<file path="src/rtl/tcnt_pkg.sv">
package tcnt_pkg;
  localparam int TC_BIT  = 4;
  localparam int DMA_BIT = 7;
  localparam logic [6:0] OP_XFER = 7'h10;

  typedef struct packed {
    logic       dma;
    logic [6:0] op;
  } cmd_t;
endpackage

</file>
<file path="src/rtl/tcnt_shadow.sv">
module tcnt_shadow #(
  parameter int CNT_W  = 24,
  parameter int ADDR_W = 4
) (
  input  logic              clk,
  input  logic              rst,
  input  logic              wr_en,
  input  logic [ADDR_W-1:0] addr,
  input  logic [7:0]        wdata,
  output logic [CNT_W-1:0]  shadow,
  output logic              hi_written,
  output logic              cnt_wr
);
  localparam int NB = CNT_W / 8;
  localparam logic [ADDR_W-1:0] A_HI  = ADDR_W'(NB - 1);
  localparam logic [ADDR_W-1:0] A_END = ADDR_W'(NB);

  assign cnt_wr = wr_en && (addr < A_END);

  for (genvar b = 0; b < NB; b++) begin : g_lane
    always_ff @(posedge clk) begin
      if (rst)
        shadow[b*8 +: 8] <= '0;
      else if (wr_en && addr == ADDR_W'(b))
        shadow[b*8 +: 8] <= wdata;
    end
  end

  always_ff @(posedge clk) begin
    if (rst)
      hi_written <= 1'b0;
    else if (wr_en && addr == A_HI)
      hi_written <= 1'b1;
  end


  hi_mark_chk: assert property (@(posedge clk) disable iff (rst)
    (wr_en && addr == A_HI) |=> hi_written);


  shadow_hold_chk: assert property (@(posedge clk) disable iff (rst)
    !(wr_en && addr < A_END) |=> shadow == $past(shadow));
endmodule

</file>
<file path="src/rtl/tcnt_work.sv">
module tcnt_work
  import tcnt_pkg::*;
#(
  parameter int CNT_W    = 24,
  parameter int FULL_LEN = 65536
) (
  input  logic             clk,
  input  logic             rst,
  input  logic             cmd_wr,
  input  cmd_t             cmd,
  input  logic [CNT_W-1:0] shadow,
  input  logic             done,
  input  logic             dec_req,
  input  logic             dec_wide,
  output logic [CNT_W-1:0] work_q,
  output logic             dma_q
);
  localparam logic [CNT_W-1:0] FULL = CNT_W'(FULL_LEN);

  logic [CNT_W-1:0] base;
  logic [CNT_W-1:0] step;

  always_comb begin
    base = cmd.dma ? shadow : work_q;
    step = dec_wide ? CNT_W'(2) : CNT_W'(1);
  end

  always_ff @(posedge clk) begin
    if (rst) begin
      work_q <= '0;
      dma_q  <= 1'b0;
    end else if (cmd_wr) begin
      dma_q <= cmd.dma;
      if (cmd.op == OP_XFER && base == '0)
        work_q <= FULL;
      else
        work_q <= base;
    end else if (done) begin
      work_q <= '0;
    end else if (dec_req && work_q != '0) begin
      work_q <= (work_q > step) ? work_q - step : '0;
    end
  end


  done_zero_chk: assert property (@(posedge clk) disable iff (rst)
    (done && !cmd_wr) |=> work_q == '0);


  dec_floor_chk: assert property (@(posedge clk) disable iff (rst)
    (work_q == '0 && dec_req && !cmd_wr && !done) |=> work_q == '0);


  cmd_over_dec_chk: assert property (@(posedge clk) disable iff (rst)
    (cmd_wr && cmd.dma && cmd.op != OP_XFER) |=> work_q == $past(shadow));


  no_dma_hold_chk: assert property (@(posedge clk) disable iff (rst)
    (cmd_wr && !cmd.dma && cmd.op != OP_XFER) |=> (!dma_q && $stable(work_q)));


  dec_step_chk: assert property (@(posedge clk) disable iff (rst)
    (dec_req && !cmd_wr && !done && work_q > CNT_W'(2))
      |=> work_q == $past(work_q) - ($past(dec_wide) ? CNT_W'(2) : CNT_W'(1)));
endmodule

</file>
<file path="src/rtl/dma_tcount.sv">
module dma_tcount
  import tcnt_pkg::*;
#(
  parameter int          CNT_W    = 24,
  parameter int          ADDR_W   = 4,
  parameter logic [7:0]  CHIP_ID  = 8'hA2,
  parameter int          FULL_LEN = 65536
) (
  input  logic              clk,
  input  logic              rst,
  input  logic              reg_wr,
  input  logic              reg_rd,
  input  logic [ADDR_W-1:0] reg_addr,
  input  logic [7:0]        reg_wdata,
  output logic [7:0]        reg_rdata,
  input  logic              xfer_done,
  input  logic              dec_req,
  input  logic              dec_wide,
  output logic [CNT_W-1:0]  work_count,
  output logic              dma_mode,
  output logic              tc_flag
);
  localparam int NB = CNT_W / 8;
  localparam logic [ADDR_W-1:0] A_HI   = ADDR_W'(NB - 1);
  localparam logic [ADDR_W-1:0] A_CMD  = ADDR_W'(NB);
  localparam logic [ADDR_W-1:0] A_STAT = ADDR_W'(NB + 1);

  logic [CNT_W-1:0] shadow;
  logic             hi_written;
  logic             cnt_wr;
  logic             cmd_wr;
  logic [7:0]       rd_mux;

  assign cmd_wr = reg_wr && reg_addr == A_CMD;

  tcnt_shadow #(.CNT_W(CNT_W), .ADDR_W(ADDR_W)) u_shadow (
    .clk        (clk),
    .rst        (rst),
    .wr_en      (reg_wr),
    .addr       (reg_addr),
    .wdata      (reg_wdata),
    .shadow     (shadow),
    .hi_written (hi_written),
    .cnt_wr     (cnt_wr)
  );

  tcnt_work #(.CNT_W(CNT_W), .FULL_LEN(FULL_LEN)) u_work (
    .clk      (clk),
    .rst      (rst),
    .cmd_wr   (cmd_wr),
    .cmd      (cmd_t'(reg_wdata)),
    .shadow   (shadow),
    .done     (xfer_done),
    .dec_req  (dec_req),
    .dec_wide (dec_wide),
    .work_q   (work_count),
    .dma_q    (dma_mode)
  );

  always_ff @(posedge clk) begin
    if (rst)
      tc_flag <= 1'b0;
    else if (xfer_done)
      tc_flag <= 1'b1;
    else if (cnt_wr)
      tc_flag <= 1'b0;
  end

  always_comb begin
    rd_mux = '0;
    for (int b = 0; b < NB; b++)
      if (reg_addr == ADDR_W'(b))
        rd_mux = work_count[b*8 +: 8];
    if (reg_addr == A_HI && !hi_written)
      rd_mux = CHIP_ID;
    if (reg_addr == A_STAT) begin
      rd_mux[TC_BIT]  = tc_flag;
      rd_mux[DMA_BIT] = dma_mode;
    end
  end

  always_ff @(posedge clk) begin
    if (rst)
      reg_rdata <= '0;
    else if (reg_rd)
      reg_rdata <= rd_mux;
  end


  tc_set_chk: assert property (@(posedge clk) disable iff (rst)
    xfer_done |=> tc_flag);


  tc_clr_chk: assert property (@(posedge clk) disable iff (rst)
    (reg_wr && reg_addr < A_CMD && !xfer_done) |=> !tc_flag);


  id_read_chk: assert property (@(posedge clk) disable iff (rst)
    (reg_rd && reg_addr == A_HI && !hi_written) |=> reg_rdata == CHIP_ID);
endmodule

</file>
<file path="config.mk">
export PLATFORM = sky130hd
export DESIGN_NAME = dma_tcount
export DESIGN_NICKNAME = d
export VERILOG_FILES = /design/src/rtl/tcnt_pkg.sv /design/src/rtl/tcnt_shadow.sv /design/src/rtl/tcnt_work.sv /design/src/rtl/dma_tcount.sv
export SDC_FILE = /design/constraint.sdc
export NUM_CORES = 1
export LEC_CHECK = 0
export BUFFER_PORTS_ARGS = -buffer_cell sky130_fd_sc_hd__buf_4
export CORE_ASPECT_RATIO = 1.5
export CORE_MARGIN = 4
export CORE_UTILIZATION = 52
export CTS_CLUSTER_DIAMETER = 150
export DETAILED_ROUTE_END_ITERATION = 7
export PLACE_DENSITY = 0.76
export SLEW_MARGIN = 20
export SYNTH_ARGS = -nofsm -noshare
export SYNTH_HDL_FRONTEND = slang
export SYNTH_SLANG_ARGS = --single-unit
</file>
<file path="constraint.sdc">
create_clock -name clk -period 2.49 [get_ports clk]
set_input_delay 0.498 -clock clk [delete_from_list [all_inputs] [get_ports clk]]
set_output_delay 0.498 -clock clk [all_outputs]
set_load 0.01 [all_outputs]
</file>
==> out/metrics.csv <==
stage;metric;value;unit
power;maximum vdd ir drop;0.0006652;V
route;vias per cell;6.643;
cts;number of buffers inserted for hold repair after clock tree synthesis;0;
synth;post-synth design cell area;0.003694;mm^2
route;# DRC;0;
power;static power due to leakage;1.933;nW
setup_path;register-to-register path setup slack;0.1;ns
layout;area grow syn2layout;23.85;%
synth;number of nets produced by synthesis;496;
die;area of the core region;0.006898;mm^2
setup_path;Crit path required time;2.78;ns
layout;share of post-route cells with drive strength above 1;0.2495;
layout;final non-filler cell area;0.004574;mm^2
route;detailed router's first-iteration violation count;475;
layout;Final Instance Count excl. Fillers;619;
sta;setup TNS;0;ns
synth;flip-flop and latch count after synthesis;59;
grt;total grt overflow;0;
synth;Post-synth EDFFs;0;
sta;setup clock skew after layout;0.009092;ns
route;number of vias after detailed routing;4112;
sta;post-route worst hold slack;0.3755;ns
sta;number of slew-limit violations in the final report;0;
grt;global-route wire length before repair;20300;um
synth;Cell variety after synth;60;
cts;sink count of the clock tree;59;
layout;# nets final;558;
cts;clock latency on the worst-skew pair;0.36;ns
synth;main area contributors after synthesis;sky130_fd_sc_hd__dfxtp_1 (32%), sky130_fd_sc_hd__mux2i_1 (12%), sky130_fd_sc_hd__nor2_1 (7.3%);
setup_path;kind of end point of the critical path;flip-flop;
grt;number of antenna violations at the first check in global routing;0;
grt;vias in the first global route;4051;
setup_path;highest fanout seen on the critical path;6;
synth;fraction of post-synthesis cell area in the top cell type by area;0.3198;
cts;clock buffers created by TritonCTS;9;
sta;final cycle utilization of the critical path;0.9604;
sta;achievable frequency;418.2;MHz
synth;top cell type by total area after synthesis;sky130_fd_sc_hd__dfxtp_1;
route;remaining number of nets flagged by the antenna check after routing;0;
die;width of the die;76.82;um
power;power after layout;3.553;mW
cts;TritonCTS clock tree;yes;
setup_path;critical path class;reg2reg;
placement;routability cong.;0.9647;
placement;cell area reported after detailed placement;0.004312;mm^2
sta;slew at the pin closest to its max-slew limit;0.9576;ns
setup_path;data arrival time of the critical path;2.68;ns
sta;worst slew slack as a fraction of its limit;0.3586;
die;Die Area;0.008543;mm^2
die;Site Rows;37;
worst_hold_path;Tightest Hold Check Type;in2reg;
cts;Clk Tree Root Cell;sky130_fd_sc_hd__clkbuf_8;
cts;number of buffers on the longest clock path;2;
placement;dpl cells;603;
sta;setup violation total in the final timing report;0;
synth;sequential-to-total area share from yosys stat;0.3198;
power;Cell Pwr Density;776.7;mW/mm^2
setup_path;longest individual stage delay on the worst path;0.53;ns
route;WL final;12500;um
synth;Synth Flop Type;sky130_fd_sc_hd__dfxtp_1;
route;Wirelength per Cell;20.20;um
cts;clock-pin transition on the worst setup and hold timing paths;0.07;ns
sta;count of endpoints failing hold in the final timing report;0;
placement;buffers added on ports;52;
synth;share of synthesized flip-flops with an asynchronous set or reset;0;
grt;gr usage total;0.3001;
synth;cell count after synthesis;474;
placement;hpwl dp;9165;um
layout;Inserted Diodes;0;
die;die outline height;111.2;um
synth;synthesized area divided by synthesized cell count;7.792;um^2
die;number of top-level design ports;53;
cts;post-CTS repair timing setup buffer count;0;
sta;RSZ-0062 raised after global routing;false;
sta;final critical delay including setup and external delays;2.391;ns
synth;synth warn;0;
setup_path;Critical Path Source Type;flip-flop;
setup_path;master of the slowest instance on the critical path;sky130_fd_sc_hd__nor4_1;
cts;H-Tree Level Count;3;
die;initial core utilization;0.5355;
route;DR pass1 iterations;5;
cts;Resize count post-CTS;0;
setup_path;CP cell instances;nor4_2 -> buf_4 -> nand4b_1 -> nor4_1 -> nor4b_1 -> o21ai_0 -> a21oi_1;
run_status;outcome;finished, final reports clean;
grt;largest net degree at the start of global routing;33;
job;count of maximum capacitance violations;0;
[synth_stat cells, types with 2 or more instances]
master                      instances
sky130_fd_sc_hd__nor4b_1            5
sky130_fd_sc_hd__o32ai_1            3
sky130_fd_sc_hd__or4b_2             4
sky130_fd_sc_hd__nand2b_1           7
sky130_fd_sc_hd__nor3_1            19
sky130_fd_sc_hd__xnor2_1            4
sky130_fd_sc_hd__a21oi_1           35
sky130_fd_sc_hd__xor2_1             6
sky130_fd_sc_hd__nor3_2             6
sky130_fd_sc_hd__or4_1              6
sky130_fd_sc_hd__nand4b_1           3
sky130_fd_sc_hd__ha_1               2
sky130_fd_sc_hd__o211ai_1           3
sky130_fd_sc_hd__o21ai_0           21
sky130_fd_sc_hd__mux2i_1           43
sky130_fd_sc_hd__or2_2              3
sky130_fd_sc_hd__nor3b_1            2
sky130_fd_sc_hd__nor2b_1            3
sky130_fd_sc_hd__a211oi_1           6
sky130_fd_sc_hd__nand2_1           28
sky130_fd_sc_hd__nor4_1             9
sky130_fd_sc_hd__or3_1              3
sky130_fd_sc_hd__o22ai_1           10
sky130_fd_sc_hd__o2111ai_1          6
sky130_fd_sc_hd__nand3_1           20
sky130_fd_sc_hd__buf_6              3
sky130_fd_sc_hd__dfxtp_1           59
sky130_fd_sc_hd__nand4_1            6
sky130_fd_sc_hd__a31oi_1            3
sky130_fd_sc_hd__nor2_1            72
sky130_fd_sc_hd__and3_1             2
sky130_fd_sc_hd__clkbuf_1          36
sky130_fd_sc_hd__inv_1              6
sky130_fd_sc_hd__o22a_1             3
sky130_fd_sc_hd__buf_2              2
[report_power, final]
group          switching (mW)  internal [mW]  leakage (nW)
registers              0.0608           1.00         0.479
logic                   0.794          0.587          1.33
clock network           0.436          0.671         0.120
[layer usage]
metal  wire (um)  part of all wire  up-vias  track usage
met1        4785              0.38     1950       0.3456
met4         631             0.050        0       0.1874
li1            -                 -     1853            -
met2        6060              0.48      239       0.4820
met3        1024             0.082       70      0.08780
met5           0                 0        -            0
[critical path: cells and delay by family (launching register included)]
family          cells  cell delay, ns
flops               1            0.33
compound gates      2            0.31
simple gates        4            1.47
buf+inv             1            0.22
[area by class of cell]
class / instances / area (um^2)
Clock inverter: 7 / 123.9
Fill cell: 626 / 2323
Tap cell: 78 / 97.59
Multi-Input combinational cell: 366 / 2320
Clock buffer: 9 / 123.9
Timing Repair Buffer: 94 / 705.7
Sequential cell: 59 / 1181
Inverter: 6 / 22.52
[worst paths after layout]
path / start / cells past startpoint / to
hold / removal: xfer_done / 3 / tc_flag$_SDFFE_PP0P_
hold reg to reg: u_shadow.shadow[8]$_SDFFE_PP0P_ / 2 / u_shadow.shadow[8]$_SDFFE_PP0P_
setup / recovery: u_work.work_q[2]$_SDFFE_PP0P_ / 7 / u_work.work_q[20]$_SDFFE_PP0P_
setup reg to reg: u_work.work_q[2]$_SDFFE_PP0P_ / 7 / u_work.work_q[20]$_SDFFE_PP0P_
[sequential cells by signal, indices dropped and copies added, names as in the netlist]
register	cells
reg_rdata	8
tc_flag	1
u_shadow.hi_written	1
u_shadow.shadow	24
u_work.dma_q	1
u_work.work_q	24
[metrics by stage]
step | worst slack, ns | utilization
final | 0.09851 | 0.6632
after global routing | 0.02565 | 0.6632
after CTS | 0.06359 | 0.6610
after detailed placement | -0.1374 | 0.6251
after global placement | -0.1444 | 0.6251
after floorplan | 0.03489 | -
[cell usage in the layout (no fill, tap or decap), drive strengths merged, types with 2 or more instances in the layout]
cell	netlist	routed
buf	7	94
nor2	74	74
dfxtp	59	59
mux2i	43	43
a21oi	35	35
nand2	29	29
nor3	25	25
o21ai	23	23
nand3	20	20
o22ai	10	10
nor4	10	10
clkbuf	36	9
nand2b	7	7
inv	6	7
or4	7	7
xor2	6	6
nand4	6	6
o2111ai	6	6
a211oi	6	6
nor4b	5	5
xnor2	4	4
or4b	4	4
a31oi	3	3
nand4b	3	3
or3	3	3
nor2b	3	3
o22a	3	3
or2	3	3
o211ai	3	3
o32ai	3	3
bufinv	0	3
nor3b	2	2
and3	2	2
ha	2	2
clkinv	0	2
o21a	2	2
[logic make-up (layout without fill, tap and decap cells)]
family                   count (synthesis)  after routing  share of synthesized area
XOR/XNOR                                10             10                    0.02371
multiplexers                            43             43                     0.1165
buffers and inverters                   49            116                    0.05759
flip-flops                              59             59                     0.3198
adder cells (fa/ha/maj)                  3              3                    0.01219
AO/OA/AOI/OAI                          103            103                     0.1758
AND/OR/NAND/NOR                        207            207                     0.2944
Power figures use the tool's default switching activity.
